`config.mk`:
```
export PLATFORM = sky130hd
export DESIGN_NAME = p2s_serializer
export DESIGN_NICKNAME = d
export VERILOG_FILES = /design/src/rtl/p2s_pkg.sv /design/src/rtl/p2s_arm.sv /design/src/rtl/p2s_core.sv /design/src/rtl/p2s_outmux.sv /design/src/rtl/p2s_serializer.sv
export SDC_FILE = /design/constraint.sdc
export NUM_CORES = 1
export LEC_CHECK = 0
export CORE_ASPECT_RATIO = 1.1
export CORE_MARGIN = 2
export CORE_UTILIZATION = 55
export CTS_CLUSTER_SIZE = 20
export DETAILED_ROUTE_END_ITERATION = 8
export DONT_BUFFER_PORTS = 1
export PLACE_DENSITY_LB_ADDON = 0.3
export SLEW_MARGIN = 20
export SYNTH_ARGS = -nofsm -noshare
export SYNTH_HDL_FRONTEND = slang
export SYNTH_HIERARCHICAL = 1
export SYNTH_SLANG_ARGS = --single-unit
```
`constraint.sdc`:
```
create_clock -name clk_i -period 2.8 [get_ports clk_i]
set_clock_uncertainty 0.05 [all_clocks]
set_input_delay 0.84 -clock clk_i [delete_from_list [all_inputs] [get_ports clk_i]]
set_output_delay 0.84 -clock clk_i [all_outputs]
set_load 0.01 [all_outputs]
```
`src/rtl/p2s_pkg.sv`:
```
package p2s_pkg;
  localparam int unsigned WORD_W = 8;

  typedef enum logic {
    RATE_DOUBLE = 1'b0,
    RATE_SINGLE = 1'b1
  } rate_e;
endpackage

```
`src/rtl/p2s_arm.sv`:
```
// Arms on the first falling clock edge after the clear is released.
module p2s_arm (
  input  logic clk_i,
  input  logic clr_ni,
  output logic armed_o
);
  logic armed_q;

  always_ff @(negedge clk_i or negedge clr_ni) begin
    if (!clr_ni) armed_q <= 1'b0;
    else         armed_q <= 1'b1;
  end

  assign armed_o = armed_q;
endmodule

```
`src/rtl/p2s_core.sv`:
```
module p2s_core #(
  parameter int unsigned W = p2s_pkg::WORD_W
) (
  input  logic                 clk_i,
  input  logic                 clr_ni,
  input  logic                 armed_i,
  input  logic                 en_i,
  input  logic                 single_i,
  input  logic [W-1:0]         data_i,
  output logic [$clog2(W)-1:0] cnt_o,
  output logic [W-1:0]         hold_o,
  output logic                 even_o,
  output logic                 odd_o,
  output logic                 pclk_o
);
  localparam int unsigned CW   = $clog2(W);
  localparam int unsigned HALF = W / 2;

  logic [CW-1:0] cnt_q, cnt_nxt, odd_idx;
  logic [W-1:0]  hold_q, word;
  logic          even_q, odd_q, pclk_q;
  logic          run, wrap;

  assign run     = armed_i & en_i;
  assign word    = (cnt_q == '0) ? data_i : hold_q;
  assign odd_idx = cnt_q | CW'(1);
  assign wrap    = single_i ? (cnt_q == CW'(W - 1)) : (cnt_q == CW'(W - 2));

  always_comb begin
    if (wrap)          cnt_nxt = '0;
    else if (single_i) cnt_nxt = cnt_q + CW'(1);
    else               cnt_nxt = cnt_q + CW'(2);
  end

  always_ff @(posedge clk_i or negedge clr_ni) begin
    if (!clr_ni) begin
      cnt_q  <= '0;
      hold_q <= '0;
      even_q <= 1'b0;
      odd_q  <= 1'b0;
      pclk_q <= 1'b0;
    end else if (run) begin
      if (cnt_q == '0) hold_q <= data_i;
      even_q <= word[cnt_q];
      odd_q  <= single_i ? 1'b0 : word[odd_idx];
      pclk_q <= (32'(cnt_q) < HALF);
      cnt_q  <= cnt_nxt;
    end else if (armed_i && !single_i) begin
      // halted in double rate: park on the odd bit so the mux output is flat
      even_q <= odd_q;
    end
  end

  assign cnt_o  = cnt_q;
  assign hold_o = hold_q;
  assign even_o = even_q;
  assign odd_o  = odd_q;
  assign pclk_o = pclk_q;
endmodule

```
`src/rtl/p2s_outmux.sv`:
```
module p2s_outmux (
  input  logic clk_i,
  input  logic clr_ni,
  input  logic single_i,
  input  logic even_i,
  input  logic odd_i,
  output logic sdata_o
);
  logic ret_q;

  always_ff @(negedge clk_i or negedge clr_ni) begin
    if (!clr_ni)       ret_q <= 1'b0;
    else if (single_i) ret_q <= even_i;
  end

  assign sdata_o = single_i ? ret_q : (clk_i ? even_i : odd_i);
endmodule

```
`src/rtl/p2s_serializer.sv`:
```
module p2s_serializer #(
  parameter int unsigned W = p2s_pkg::WORD_W
) (
  input  logic         clk_i,
  input  logic         rst_ni,
  input  logic         sync_i,
  input  logic         en_i,
  input  logic         rate_sel_i,
  input  logic [W-1:0] data_i,
  output logic         sdata_o,
  output logic         pclk_o
);
  import p2s_pkg::*;
  localparam int unsigned CW = $clog2(W);

  logic          clr_n, single, armed;
  logic [CW-1:0] cnt;
  logic [W-1:0]  hold;
  logic          even_b, odd_b;

  assign clr_n  = rst_ni & ~sync_i;
  assign single = (rate_e'(rate_sel_i) == RATE_SINGLE);

  p2s_arm u_arm (
    .clk_i   (clk_i),
    .clr_ni  (clr_n),
    .armed_o (armed)
  );

  p2s_core #(.W(W)) u_core (
    .clk_i    (clk_i),
    .clr_ni   (clr_n),
    .armed_i  (armed),
    .en_i     (en_i),
    .single_i (single),
    .data_i   (data_i),
    .cnt_o    (cnt),
    .hold_o   (hold),
    .even_o   (even_b),
    .odd_o    (odd_b),
    .pclk_o   (pclk_o)
  );

  p2s_outmux u_mux (
    .clk_i    (clk_i),
    .clr_ni   (clr_n),
    .single_i (single),
    .even_i   (even_b),
    .odd_i    (odd_b),
    .sdata_o  (sdata_o)
  );
endmodule

```
==> metrics.md, run 1 <==
| Metric | Value |
|---|---|
| Status | `finished with violations` |
| Failing checks | `negative setup slack` |
| Io pins | `15` |
| Synth-to-Final Area Change | `12.23%` |
| Most common cell in the synthesized netlist | `dfrtp_1` |
| Worst skew pair latency | `0.41 ns` |
| Synth async-reset ratio | `100.0%` |
| Post-Layout Inst Area | `987.2 um2` |
| Sequential area share after synthesis | `45.52%` |
| Die area | `1935 um2` |
| Fraction of layout cells with a size suffix above 1 | `27.71%` |
| Worst IR Drop VDD | `0.4738 mV` |
| Synth area leaders | `dfrtp_1 40%, mux2_1 9.0%, dfrtn_1 5.7%` |
| RePlAce Congestion | `0.8259` |
| Drt first pass iters | `4` |
| Rows | `15` |
| Worst Path Required | `1.91 ns` |
| WP data arrival | `2.37 ns` |
| CP max-delay cell | `dfrtn_1` |
| Hold Buf Count CTS | `0` |
| Syn_area_per_cell | `11.73 um2` |
| IO Port Bufs | `0` |
| Crit-path max cell delay | `0.42 ns` |
| Flops & latches, synth | `16` |
| Crit. End Element | `primary output` |
| CTS tree | `yes` |
| Biggest area consumer among synthesized cells | `dfrtp_1` |
| First-pass GRT wire length | `2553 um` |
| Hold Crit Class | `in2async` |
| Setup TNS | `-0.4598 ns` |
| Initial Util | `57.15%` |
| Syn nets | `91` |
| Max_cap viols | `0` |
| Post-synth top cells | `14 x dfrtp_1, 7 x mux2_1, 6 x nand2_1, 5 x mux2i_1` |
| Leak pwr | `0.4533 nW` |
| Global-route usage over all layers | `19.10%` |
| DR vias/cell | `5.830` |
| Reg area | `400.4 um2` |
| Area of the multi-input gates | `457.9 um2` |
| Worst slack at placement | `-0.02288 ns` |
| CP Class | `reg2out` |
| Final non-filler cell total | `100` |
| Yosys warning count | `6` |
| Netlist Area Pre-Place | `879.6 um2` |
| Pwr/cell area | `979.4 nW/um2` |
| Initial antenna violation count | `0` |
| Post-Place Cell Area | `910.9 um2` |
| Post-synth top area share | `39.83%` |
| Synth unique cells | `29` |
| Largest net degree at the start of global routing | `15` |
| Post-Synthesis Cells | `75` |
| Dpl hpwl | `1086 um` |
| Crit-path cells | `nand2_1 > o21ai_2` |
| Layout Utilization | `64.15%` |
| DR iter-0 viols | `25` |
| Number of synthesized flops with an enable pin | `0` |
| Antenna diodes | `0` |
| Fill count | `132` |
| Final hold viol count | `0` |
| RSZ-0062 raised after global routing | `true` |
| Grt total ovfl | `0` |
| Die W | `42.13 um` |
| Vias | `583` |
| Remaining DRCs | `0` |
| Final wirelength | `1549 um` |
| Worst Setup SP | `u_mux/ret_q` |
| Die Ht | `45.94 um` |
| Worst setup SP type | `flip-flop` |
| # placed instances | `92` |
| Core area | `1539 um2` |
| Nets | `100` |
| Worst r2r src | `u_arm/armed_o` |
| Post-DRT Antenna Nets | `0` |
| Final setup margin | `-0.4598 ns` |
| Dominant synthesized flop cell | `dfrtp_1` |
| Maximum fanout along the worst path | `2` |
| Endpoints failing setup | `1` |
| Clock Pin Slew Worst Setup and Hold Paths | `0.10 ns` |
| Final Slew Violations | `0` |
| Fin Hold WS | `0.2397 ns` |
| Vias in the first global route | `582` |
| Routed len/inst | `15.49 um` |
| Final Power | `966.9 uW` |
==> routing by layer <==
metal	wire length (um)	GRT usage, %	up-vias	part of all wire [%]
li1	-	-	287	-
met1	684	24.30	273	44
met2	746	25.94	19	48
met3	95	7.143	4	6.1
met4	22	15.63	0	1.4
met5	0	0	-	0
==> worst paths after layout <==
kind,endpoint,slack [ns],cells after the start
min,u_core/pclk_o,0.24,1
max,sdata_o,-0.46,2
max in group asynchronous,u_mux/ret_q,0.90,1
min reg2reg,u_core/hold_o[2],0.45,1
min in group clk_i,u_core/hold_o[2],0.45,1
max reg2reg,u_core/cnt_o[2],0.12,3
==> final cells by class <==
cell class | instances | share of cell area, %
Sequential cell | 16 | 40.56
Timing Repair Buffer | 5 | 3.802
Inverter | 3 | 1.141
Multi-Input combinational cell | 52 | 46.39
Tap cell | 17 | 2.155
Clock buffer | 7 | 5.957
==> cells by family (layout without fill, tap and decap cells) <==
kind of cell	Yosys count	in the layout	share of synthesized area [%]
AO/OA/AOI/OAI	14	14	9.957
adder cells (fa/ha/maj)	3	3	4.268
buffers and inverters	7	15	3.983
flip-flops	16	16	45.52
multiplexers	17	17	24.04
other	1	1	0.4263
AND/OR/NAND/NOR	17	17	11.81
==> report_power, final <==
part | internal [mW] | switching [mW]
registers | 0.330 | 0.0884
clock network | 0.140 | 0.107
logic | 0.183 | 0.118
total | 0.653 | 0.314
==> worst max-delay path, delay by kind of cell (launching register included) <==
kind,cells,cell delay (ns)
AOI/OAI and AO/OA,1,0.08
DFF,1,0.42
and+or+nand+nor,1,0.06
==> state kept, by name (all words and copies together) (netlist names) <==
register       cells
u_arm/armed_o      1
u_core/cnt_o       3
u_core/pclk_o      1
u_core/even_o      1
u_mux/ret_q        1
u_core/odd_o       1
u_core/hold_o      8
==> cells in the final DEF (no fill, tap or decap), drive strengths merged, types with 3 or more instances in the layout <==
cell type  count
dfrtp         14
ha             3
buf            5
o31ai          4
nand2          6
inv            3
nor2           3
mux2          10
o21ai          4
mux2i          5
a21oi          4
clkbuf         7
==> repair_timing <==
item | 4_1_cts | 5_1_grt
setup endpoints to repair | 1 | 3
hold endpoints to repair | 0 | 0
buffers inserted | 1 | 0
gates resized for setup | 0 | 2
(Power assumes the default switching activity.)
==> inputs of run 2 (changes only) <==
- clock period: 2.8 -> 3.36 ns (I/O delays scaled with it)
==> run 2 against run 1 <==
Compared with the run above:
- via count up 1.2%
- critical path depth stayed put
- critical path type unchanged
- clock power decreased by 26%
- core utilization is 2.8 points lower
- clock-buffer cell count is the same
- the run still ends with negative setup slack left
==> metrics.md, run 2 (synthesis gave the netlist of run 1 again) <==
| Metric | Value |
|---|---|
| Initial antenna violation count | `0` |
| Drt first pass iters | `4` |
| DR iter-0 viols | `19` |
| Final wirelength | `1443 um` |
| Initial Util | `57.15%` |
| Grt total ovfl | `0` |
| Die Ht | `45.94 um` |
| Final Slew Violations | `0` |
| Post-DRT Antenna Nets | `0` |
| Endpoints failing setup | `1` |
| Global-route usage over all layers | `20.33%` |
| Vias in the first global route | `625` |
| RSZ-0062 raised after global routing | `true` |
| DR vias/cell | `6.082` |
| Crit-path cells | `nand2_1 > o21ai_2` |
| Max_cap viols | `0` |
| Worst IR Drop VDD | `0.4001 mV` |
| Rows | `15` |
| IO Port Bufs | `0` |
| Nets | `97` |
| Status | `finished with violations` |
| Leak pwr | `0.4325 nW` |
| Setup TNS | `-0.3208 ns` |
| Worst slack at placement | `0.04828 ns` |
| RePlAce Congestion | `0.7189` |
| CTS tree | `yes` |
| Routed len/inst | `14.88 um` |
| Largest net degree at the start of global routing | `15` |
| Clock Pin Slew Worst Setup and Hold Paths | `0.09 ns` |
| Maximum fanout along the worst path | `2` |
| Die W | `42.13 um` |
| Final setup margin | `-0.3208 ns` |
| Antenna diodes | `0` |
| Final hold viol count | `0` |
| First-pass GRT wire length | `2518 um` |
| # placed instances | `89` |
| Fraction of layout cells with a size suffix above 1 | `22.50%` |
| Remaining DRCs | `0` |
| WP data arrival | `2.62 ns` |
| Worst setup SP type | `flip-flop` |
| Fill count | `129` |
| Crit-path max cell delay | `0.41 ns` |
| Most common cell after layout, fill and taps aside | `dfrtp_1` |
| Final non-filler cell total | `97` |
| Buf/Inv on CP | `0` |
| Delay-heaviest family, CP | `flip-flops` |
| Dpl hpwl | `1048 um` |
| Synth-to-Final Area Change | `7.397%` |
| Die area | `1935 um2` |
| CP max-delay cell | `dfrtn_1` |
| Worst Path Required | `2.30 ns` |
| Hold Crit Class | `in2async` |
| Fin Hold WS | `0.3936 ns` |
| Pwr/cell area | `810.6 nW/um2` |
| Vias | `590` |
| Max reg flops | `8` |
| Core area | `1539 um2` |
| Failing checks | `negative setup slack` |
| Io pins | `15` |
| Worst skew pair latency | `0.40 ns` |
| Crit. End Element | `primary output` |
| Hold Buf Count CTS | `0` |
| CP Class | `reg2out` |
| Most frequent cells in the layout | `14 x dfrtp_1, 7 x mux2_1, 6 x clkbuf_4, 6 x nand2_1, 5 x mux2i_1` |
[run 2: changes by cell type in the layout (fill, tap and decap cells not counted)]
| cell | change |
|---|---|
| buf_4 | -3 |
| clkbuf_1 | +1 |
| clkbuf_8 | -1 |
| nand2_1 | +1 |
| nand2_2 | -1 |
| nand3_2 | +1 |
| nand3_4 | -1 |
[run 2: worst paths after layout]
kind | slack (ns) | cells after the start | startpoint | endpoint
max in group asynchronous | 1.07 | 1 | rst_ni | u_mux/ret_q
min reg2reg | 0.45 | 1 | u_core/hold_o[2] | u_core/hold_o[2]
min in group clk_i | 0.45 | 1 | u_core/hold_o[2] | u_core/hold_o[2]
max | -0.32 | 2 | u_mux/ret_q | sdata_o
max reg2reg | 0.34 | 3 | u_arm/armed_o | u_core/cnt_o[2]
min | 0.39 | 1 | sync_i | u_core/pclk_o
[run 2: power breakdown]
part | internal [mW] | switching [mW]
clock | 0.0973 | 0.0847
sequential | 0.275 | 0.0711
combinational | 0.143 | 0.0946
total | 0.515 | 0.250
[run 2: area by class of cell]
type	count	area (um2)	area share, %
multi-input combinational	52	447.9	47.42
timing repair buffer	2	15.01	1.589
inverter	3	11.26	1.192
tap	17	21.27	2.252
clock buffer	7	48.80	5.166
sequential	16	400.4	42.38
[run 2: what timing repair did]
action / 4_1_cts / 5_1_grt
setup endpoints to repair: 1 / 1
setup buffers: 1 / 0
cloned: 0 / 0
gates resized for setup: 2 / 0
[run 2: metal layers]
metal,up-vias,global-route usage [%],share of wire [%]
met1,289,19.04,41
li1,281,-,-
met4,0,26.88,2.8
met3,4,10.32,7.4
met2,16,28.75,49
met5,-,0,0
[run 2: metrics by stage]
step	area (um2)	power (mW)	utilization (%)
floorplan	879.6	0.5638	-
global placement	884.6	0.5853	57.48
detailed placement	884.6	0.5963	57.48
CTS	944.7	0.7794	61.38
global route	944.7	0.8269	61.38
finish	944.7	0.7657	61.38
